`src/rtl/gpio_pkg.sv`:
```
package gpio_pkg;

    localparam int unsigned PORT_W       = 8;
    localparam int unsigned ADDR_W       = 3;
    localparam int unsigned SYNC_DEPTH   = 2;
    localparam int unsigned CTRL_ODM_BIT = 0;

    localparam logic [ADDR_W-1:0] OFS_CTRL = ADDR_W'(2);
    localparam logic [ADDR_W-1:0] OFS_DATA = ADDR_W'(3);
    localparam logic [ADDR_W-1:0] OFS_DIR  = ADDR_W'(7);

    typedef enum logic [1:0] {
        SEL_NONE,
        SEL_CTRL,
        SEL_DATA,
        SEL_DIR
    } reg_sel_e;

    function automatic reg_sel_e decode_addr(input logic [ADDR_W-1:0] a);
        reg_sel_e s;
        if (a == OFS_CTRL)      s = SEL_CTRL;
        else if (a == OFS_DATA) s = SEL_DATA;
        else if (a == OFS_DIR)  s = SEL_DIR;
        else                    s = SEL_NONE;
        return s;
    endfunction

endpackage

```
`src/rtl/gpio_sync.sv`:
```
module gpio_sync #(
    parameter int unsigned W      = gpio_pkg::PORT_W,
    parameter int unsigned STAGES = gpio_pkg::SYNC_DEPTH
) (
    input  logic         clk,
    input  logic         rst,
    input  logic [W-1:0] async_in,
    output logic [W-1:0] sync_out
);

    logic [W-1:0] stage_q [STAGES];

    for (genvar g = 0; g < STAGES; g++) begin : g_stage
        if (g == 0) begin : g_first
            always_ff @(posedge clk) begin
                if (rst) stage_q[g] <= '0;
                else     stage_q[g] <= async_in;
            end
        end else begin : g_next
            always_ff @(posedge clk) begin
                if (rst) stage_q[g] <= '0;
                else     stage_q[g] <= stage_q[g-1];
            end
        end
    end

    assign sync_out = stage_q[STAGES-1];

endmodule

```
`src/rtl/gpio_regs.sv`:
```
module gpio_regs
    import gpio_pkg::*;
#(
    parameter int unsigned W = PORT_W
) (
    input  logic              clk,
    input  logic              rst,
    input  logic [ADDR_W-1:0] addr,
    input  logic              wen,
    input  logic [W-1:0]      wdata,
    input  logic [W-1:0]      pin_sync,
    output logic [W-1:0]      data_q,
    output logic [W-1:0]      dir_q,
    output logic              odm_q,
    output logic [W-1:0]      rdata
);

    reg_sel_e sel;
    assign sel = decode_addr(addr);

    always_ff @(posedge clk) begin
        if (rst) begin
            data_q <= '0;
            dir_q  <= '0;
            odm_q  <= 1'b0;
        end else if (wen) begin
            case (sel)
                SEL_CTRL: odm_q  <= wdata[CTRL_ODM_BIT];
                SEL_DATA: data_q <= wdata;
                SEL_DIR:  dir_q  <= wdata;
                default:  ;
            endcase
        end
    end

    always_comb begin
        rdata = '0;
        case (sel)
            SEL_CTRL: rdata[CTRL_ODM_BIT] = odm_q;
            SEL_DATA: rdata = (pin_sync & ~dir_q) | (data_q & dir_q);
            SEL_DIR:  rdata = dir_q;
            default:  rdata = '0;
        endcase
    end

endmodule

```
`src/rtl/gpio_pad_ctl.sv`:
```
module gpio_pad_ctl #(
    parameter int unsigned W = gpio_pkg::PORT_W
) (
    input  logic [W-1:0] data_q,
    input  logic [W-1:0] dir_q,
    input  logic         odm_q,
    output logic [W-1:0] pad_out,
    output logic [W-1:0] pad_oe
);

    for (genvar i = 0; i < W; i++) begin : g_pin
        // open-drain: only a zero is driven, a one releases the pad
        assign pad_oe[i]  = dir_q[i] & (~odm_q | ~data_q[i]);
        assign pad_out[i] = data_q[i] & ~odm_q;
    end

endmodule

```
`src/rtl/gpio_port.sv`:
```
module gpio_port
    import gpio_pkg::*;
#(
    parameter int unsigned W = PORT_W
) (
    input  logic              clk,
    input  logic              rst,
    input  logic [ADDR_W-1:0] bus_addr,
    input  logic              bus_wen,
    input  logic [W-1:0]      bus_wdata,
    output logic [W-1:0]      bus_rdata,
    input  logic [W-1:0]      pad_in,
    output logic [W-1:0]      pad_out,
    output logic [W-1:0]      pad_oe
);

    logic [W-1:0] pin_sync;
    logic [W-1:0] data_q;
    logic [W-1:0] dir_q;
    logic         odm_q;

    gpio_sync #(.W(W), .STAGES(SYNC_DEPTH)) u_sync (
        .clk      (clk),
        .rst      (rst),
        .async_in (pad_in),
        .sync_out (pin_sync)
    );

    gpio_regs #(.W(W)) u_regs (
        .clk      (clk),
        .rst      (rst),
        .addr     (bus_addr),
        .wen      (bus_wen),
        .wdata    (bus_wdata),
        .pin_sync (pin_sync),
        .data_q   (data_q),
        .dir_q    (dir_q),
        .odm_q    (odm_q),
        .rdata    (bus_rdata)
    );

    gpio_pad_ctl #(.W(W)) u_pad (
        .data_q  (data_q),
        .dir_q   (dir_q),
        .odm_q   (odm_q),
        .pad_out (pad_out),
        .pad_oe  (pad_oe)
    );

endmodule

```
`config.mk`:
```
export PLATFORM = sky130hd
export DESIGN_NAME = gpio_port
export DESIGN_NICKNAME = d
export VERILOG_FILES = /design/src/rtl/gpio_pkg.sv /design/src/rtl/gpio_sync.sv /design/src/rtl/gpio_regs.sv /design/src/rtl/gpio_pad_ctl.sv /design/src/rtl/gpio_port.sv
export SDC_FILE = /design/constraint.sdc
export NUM_CORES = 1
export LEC_CHECK = 0
export ABC_AREA = 0
export CELL_PAD_IN_SITES_DETAIL_PLACEMENT = 0
export CELL_PAD_IN_SITES_GLOBAL_PLACEMENT = 2
export CORE_ASPECT_RATIO = 1.2
export CORE_MARGIN = 5
export CORE_UTILIZATION = 27
export CTS_CLUSTER_SIZE = 16
export DETAILED_ROUTE_END_ITERATION = 7
export PLACE_DENSITY = 0.78
export SLEW_MARGIN = 15
export SYNTH_ARGS = -nofsm -noshare
export SYNTH_HDL_FRONTEND = slang
export SYNTH_SLANG_ARGS = --single-unit
```
`constraint.sdc`:
```
create_clock -name clk -period 2.16 [get_ports clk]
set_input_delay 0.54 -clock clk [delete_from_list [all_inputs] [get_ports clk]]
set_output_delay 0.54 -clock clk [all_outputs]
set_load 0.05 [all_outputs]
```
Word-level counts from Yosys, hierarchy flattened
Memories as Yosys holds them, arrays and structs flattened.
Index checks and enable logic that the tools add are counted.

storage, ports and cells
  bits in registers = 17
  RAM bits = 16
  input port bits = 22
  output and inout bits = 24
  logic and storage cells = 62
  memories kept = 1

memories
  name            words  bits a word  read ports  clocked after Yosys merged registers in  write ports  line             RTL
  u_sync.stage_q  2      8            2           0                                        2            gpio_sync.sv:11  logic [W-1:0] stage_q [STAGES];

operators by class
  equal/unequal tests = 6
  mux-type cells = 10
  bitwise gates (word level) = 39
  reductions and logical operators = 3

operator list
  operator            number
  $and 1x1->1         16
  $and 8x8->8         2
  $mux 8              2
  $pmux 7 s2          1
  $or 1x1->1          10
  $not 1->1           9
  $not 8->8           1
  $or 8x8->8          1
  $eq 3x2->1 const B  2
  $mux 2              3
  $reduce_and 2->1    3
  $eq 2x2->1 const B  2
  $eq 3x3->1 const B  1
  $mux 1              3
  $pmux 1 s3          1
  $eq 2x1->1 const B  1

Depth between registers and ports, before layout
Gate-level depths: netlist of the first run.

  depth in word-level cells = 6
  mapped depth = 4
  mapped depth without buffers = 3

Cells and area by module
Synthesis of the first run repeated with hierarchy kept, for this count alone.

unflattened totals
  cells, all modules = 155
  area total of the unflattened synthesis = 1440.1 um^2

by module, submodules not included
  module        times used  cells an instance  area an instance (um^2)  seq. area each (um^2)
  gpio_regs     1           105                814.5                    340.3
  gpio_sync     1           33                 464.2                    320.3
  gpio_pad_ctl  1           17                 161.4                    0.0

Worst setup path before layout of the first run
Ideal clock, no wire load.

  kind = input to output
  from = input port bus_addr[2]
  to = output port bus_rdata[0]
  arrival = 2.032 ns
  data required time = 1.620 ns
  slack = -0.412 ns
  stages on the path = 3
  buffers on the path = 1
  cells stage by stage = clkbuf_2 o31a_1 o21ai_0

on the way
  cells in the longest elaborated chain, start to end = 6
  elaborated cells between the ends (all ways) = 10
  those cells by class = 6 x eq/ne; 4 x mux

ends and longest elaborated chain
  element                                   line             RTL
  start, declared                           gpio_port.sv:8   input logic [ADDR_W-1:0] bus_addr,
  $eq 3x3->1                                gpio_pkg.sv:23   else if (a == OFS_DIR) s = SEL_DIR;
  $mux 2                                    gpio_pkg.sv:23
  $mux 2                                    gpio_pkg.sv:22   else if (a == OFS_DATA) s = SEL_DATA;
  $mux 2 (*)                                gpio_pkg.sv:21   if (a == OFS_CTRL) s = SEL_CTRL;
  $eq 2x2->1 or $eq 2x1->1 (tied branches)  gpio_regs.sv:38  case (sel)
  $pmux 1 s3 (*)                            gpio_regs.sv:38
  end, declared                             gpio_port.sv:11  output logic [W-1:0] bus_rdata,

Every way passes the cells marked *; elsewhere a longest branch is shown, timed or not.

Worst setup path after layout of the first run
  from = input port bus_addr[2]
  to = output port bus_rdata[3]

on the way
  cells in the longest elaborated chain, start to end = 6
  elaborated cells between the ends (all ways) = 9
  those cells by class = 5 x eq/ne; 4 x mux

ends and longest elaborated chain
  element         line
  $eq 3x3->1      gpio_pkg.sv:23
  $mux 2          gpio_pkg.sv:23
  $mux 2          gpio_pkg.sv:22
  $mux 2 (*)      gpio_pkg.sv:21
  $eq 2x2->1      gpio_regs.sv:38
  $pmux 7 s2 (*)  gpio_regs.sv:38

Marks and branches as above.

==> reports/qor.csv, run 1 <==
stage,metric,value,unit
run_status,status,"complete, no violations",
timing,worst_pin_slew,0.447,ns
route,drt_iter0_drc,51,
global_routing,grt.total_usage,12.6,%
pwr,fin_total_pwr,1.26,mW
clocking,clk-insertion-delay-late,0.28,ns
route,ant_nets,0,
final_layout,fillers,505,
min_path,min_path_type,register to register,
clocking,post_cts_buffers,0,
critical_path,critical_path_class,input port to output pin,
placement,place_congestion,0.724,
timing,slew_violations,0,
route,drc,0,
final_layout,drive_above_1_share,27.1,%
final_layout,multi_input_area,733,um^2
critical_path,crit_fanout,11,
critical_path,worstSetupEndpointType,output pin,
clocking,hold_buffers,0,
floorplanning,core_area,4900,um^2
global_routing,grt_overflow_total,0,
synth,synth_cell_types,22,
floorplanning,die-height,87.9,um
clocking,cts_made_buffers,5,
floorplanning,die_x,74.9,um
timing,rsz0062_at_grt,false,
placement,pre_cts_ws,-0.274,ns
floorplanning,io_pins,46,
pwr,ir_worst_vdd,0.316,mV
pwr,cellPowerDensity,579,nW/um^2
synth,netlist_instances,155,
route,viasPerCell,4.57,
global_routing,grt_first_pass_wirelength,6.15,mm
clocking,clockBufferDepth,2,
clocking,cts_sinks,33,
route,drt_first_pass_iters,4,
timing,layout_setup_ws,0.0873,ns
timing,max_freq,0.482,GHz
global_routing,grt_max_degree,23,
final_layout,fin_nets,231,
critical_path,critical_path_arrival,1.53,ns
timing,finalCriticalPeriod,2.07,ns
final_layout,area_growth,59.9,%
global_routing,first_global_vias,1236,
timing,setup_viol,0,
route,routed-via-count,1234,
synth,synth_area,1370,um^2
synth,syn_area_per_cell,8.81,um^2
clocking,cts_tree,done,
route,wl_per_cell,13.9,um
clocking,clk_pin_slew_worst_paths,0.07,ns
timing,hold_slack,0.435,ns
final_layout,utilization,44.5,%
clocking,cts_root_buf,clkbuf_8,
final_layout,antenna_cells,0,
route,routed_wirelength,3.76,mm
floorplanning,die-area,6580,um^2
synth,synth_nets,177,
timing,fin_worst_skew,0.00402,ns
timing,hold_viol,0,
critical_path,critPathLaunchType,input port,
pwr,cellLeakagePower,0.823,nW
clocking,htreeDepth,2,
placement,dp_hpwl,2.64,mm
critical_path,cp.required,1.62,ns
timing,relSlewSlack,70.2,%
placement,portBuffers,45,
timing,finalCritPeriodShare,96.0,%
synth,ys_seq_area_share,48.4,%
final_layout,seqCellArea,661,um^2
floorplanning,rows,28,
floorplanning,start_util,27.8,%
synth,yosys_register_bits,33,
global_routing,grt_antenna_before_repair,0,
job,maxCapViolations,0,
synth,synth_warnings,0,
-- sequential cells by signal, summed over array words and instances (netlist names) --
| register | count |
|---|---|
| u_regs.dir_q | 8 |
| u_regs.data_q | 8 |
| u_sync.stage_q | 16 |
| u_regs.odm_q | 1 |
-- Yosys cell counts (all sizes together) --
library cell  number  area [um^2]
a21boi             8         60.1
a21oi             23          115
and4               1         10.0
and4b              1         10.0
and4bb             1         12.5
buf                3         26.3
clkbuf             5         31.3
dfxtp             33          661
inv                1         3.75
mux2i              1         10.0
nand2             33          124
nand4              1         6.26
nand4b             1         15.0
nand4bb            1         11.3
nor2               1         3.75
nor2b             24          150
o21ai              9         45.0
o31a               1         8.76
or3b               7         61.3
-- worst paths after layout --
check	startpoint	endpoint	slack (ns)	cells past startpoint
max reg2reg	u_regs.odm_q	u_regs.odm_q	1.38	3
min	u_sync.stage_q[0][0]	u_sync.stage_q[1][0]	0.44	1
max	bus_addr[2]	bus_rdata[3]	0.09	5
min reg2reg	u_sync.stage_q[0][0]	u_sync.stage_q[1][0]	0.44	1
-- layout by cell type, fill, tap and decap left out, drive strengths merged, types with 2 or more instances in the layout --
| cell | n |
|---|---|
| clkdlybuf4s50 | 18 |
| a21oi | 23 |
| clkinv | 2 |
| buf | 34 |
| nor2b | 24 |
| o21ai | 9 |
| dlymetal6s2s | 2 |
| dfxtp | 33 |
| clkbuf | 5 |
| or3b | 7 |
| nand2 | 33 |
| a21boi | 8 |
-- stage by stage --
stage                     area [um^2]  instances  setup TNS, ns
after detailed placement         1990        261          -2.07
after CTS                        2170        270              0
final                            2180        270              0
after global placement           1990        261          -1.90
after global routing             2180        270              0
after floorplan                  1390        155         -0.288
-- where the power goes --
part	total (mW)	switching, mW	internal (mW)
Clock	0.443	0.221	0.222
Sequential	0.637	0.00784	0.629
Combinational	0.183	0.0909	0.0924
Total	1.26	0.320	0.943
-- cell families (layout without fill, tap and decap cells) --
kind of cell	count (synthesis)	in the layout	synth area share, %
flip-flops	33	33	48.4
multiplexers	1	1	0.733
AND/OR/NAND/NOR	71	71	29.6
AO/OA/AOI/OAI	41	41	16.8
buffers and inverters	9	64	4.49
-- critical path, stage by stage --
cell	delay [ns]
buf_2	0.12
buf_12	0.14
or3b_4	0.39
a21oi_4	0.19
buf_12	0.15
-- layer usage --
layer | wire [um] | up-vias | share of wire (%) | global-route usage [%]
met4 | 56 | 0 | 1.5 | 3.88
met5 | 0 | - | 0 | 0
li1 | - | 629 | - | -
met2 | 1910 | 29 | 51 | 21.6
met1 | 1560 | 571 | 42 | 14.5
met3 | 230 | 5 | 6.1 | 4.36
-- timing repair --
| action | CTS | global route |
|---|---|---|
| pin swaps | 2 | 1 |
| gates cloned | 1 | 0 |
| gates resized for setup | 16 | 3 |
| endpoints found under the setup margin | 8 | 8 |
-- layout make-up --
type / count / share of cell area [%]
multi-input combinational: 113 / 33.6
sequential: 33 / 30.3
timing repair buffer: 55 / 28.6
tap: 60 / 3.44
clock buffer: 5 / 3.15
clock inverter: 3 / 0.803
inverter: 1 / 0.172
Power figures use the tool's default switching activity.
==> inputs of run 2 (changes only) <==
SLEW_MARGIN = unset   (was 15)
==> results of run 2 <==
The final DEF is identical to that of run 1; final timing and power are the same.
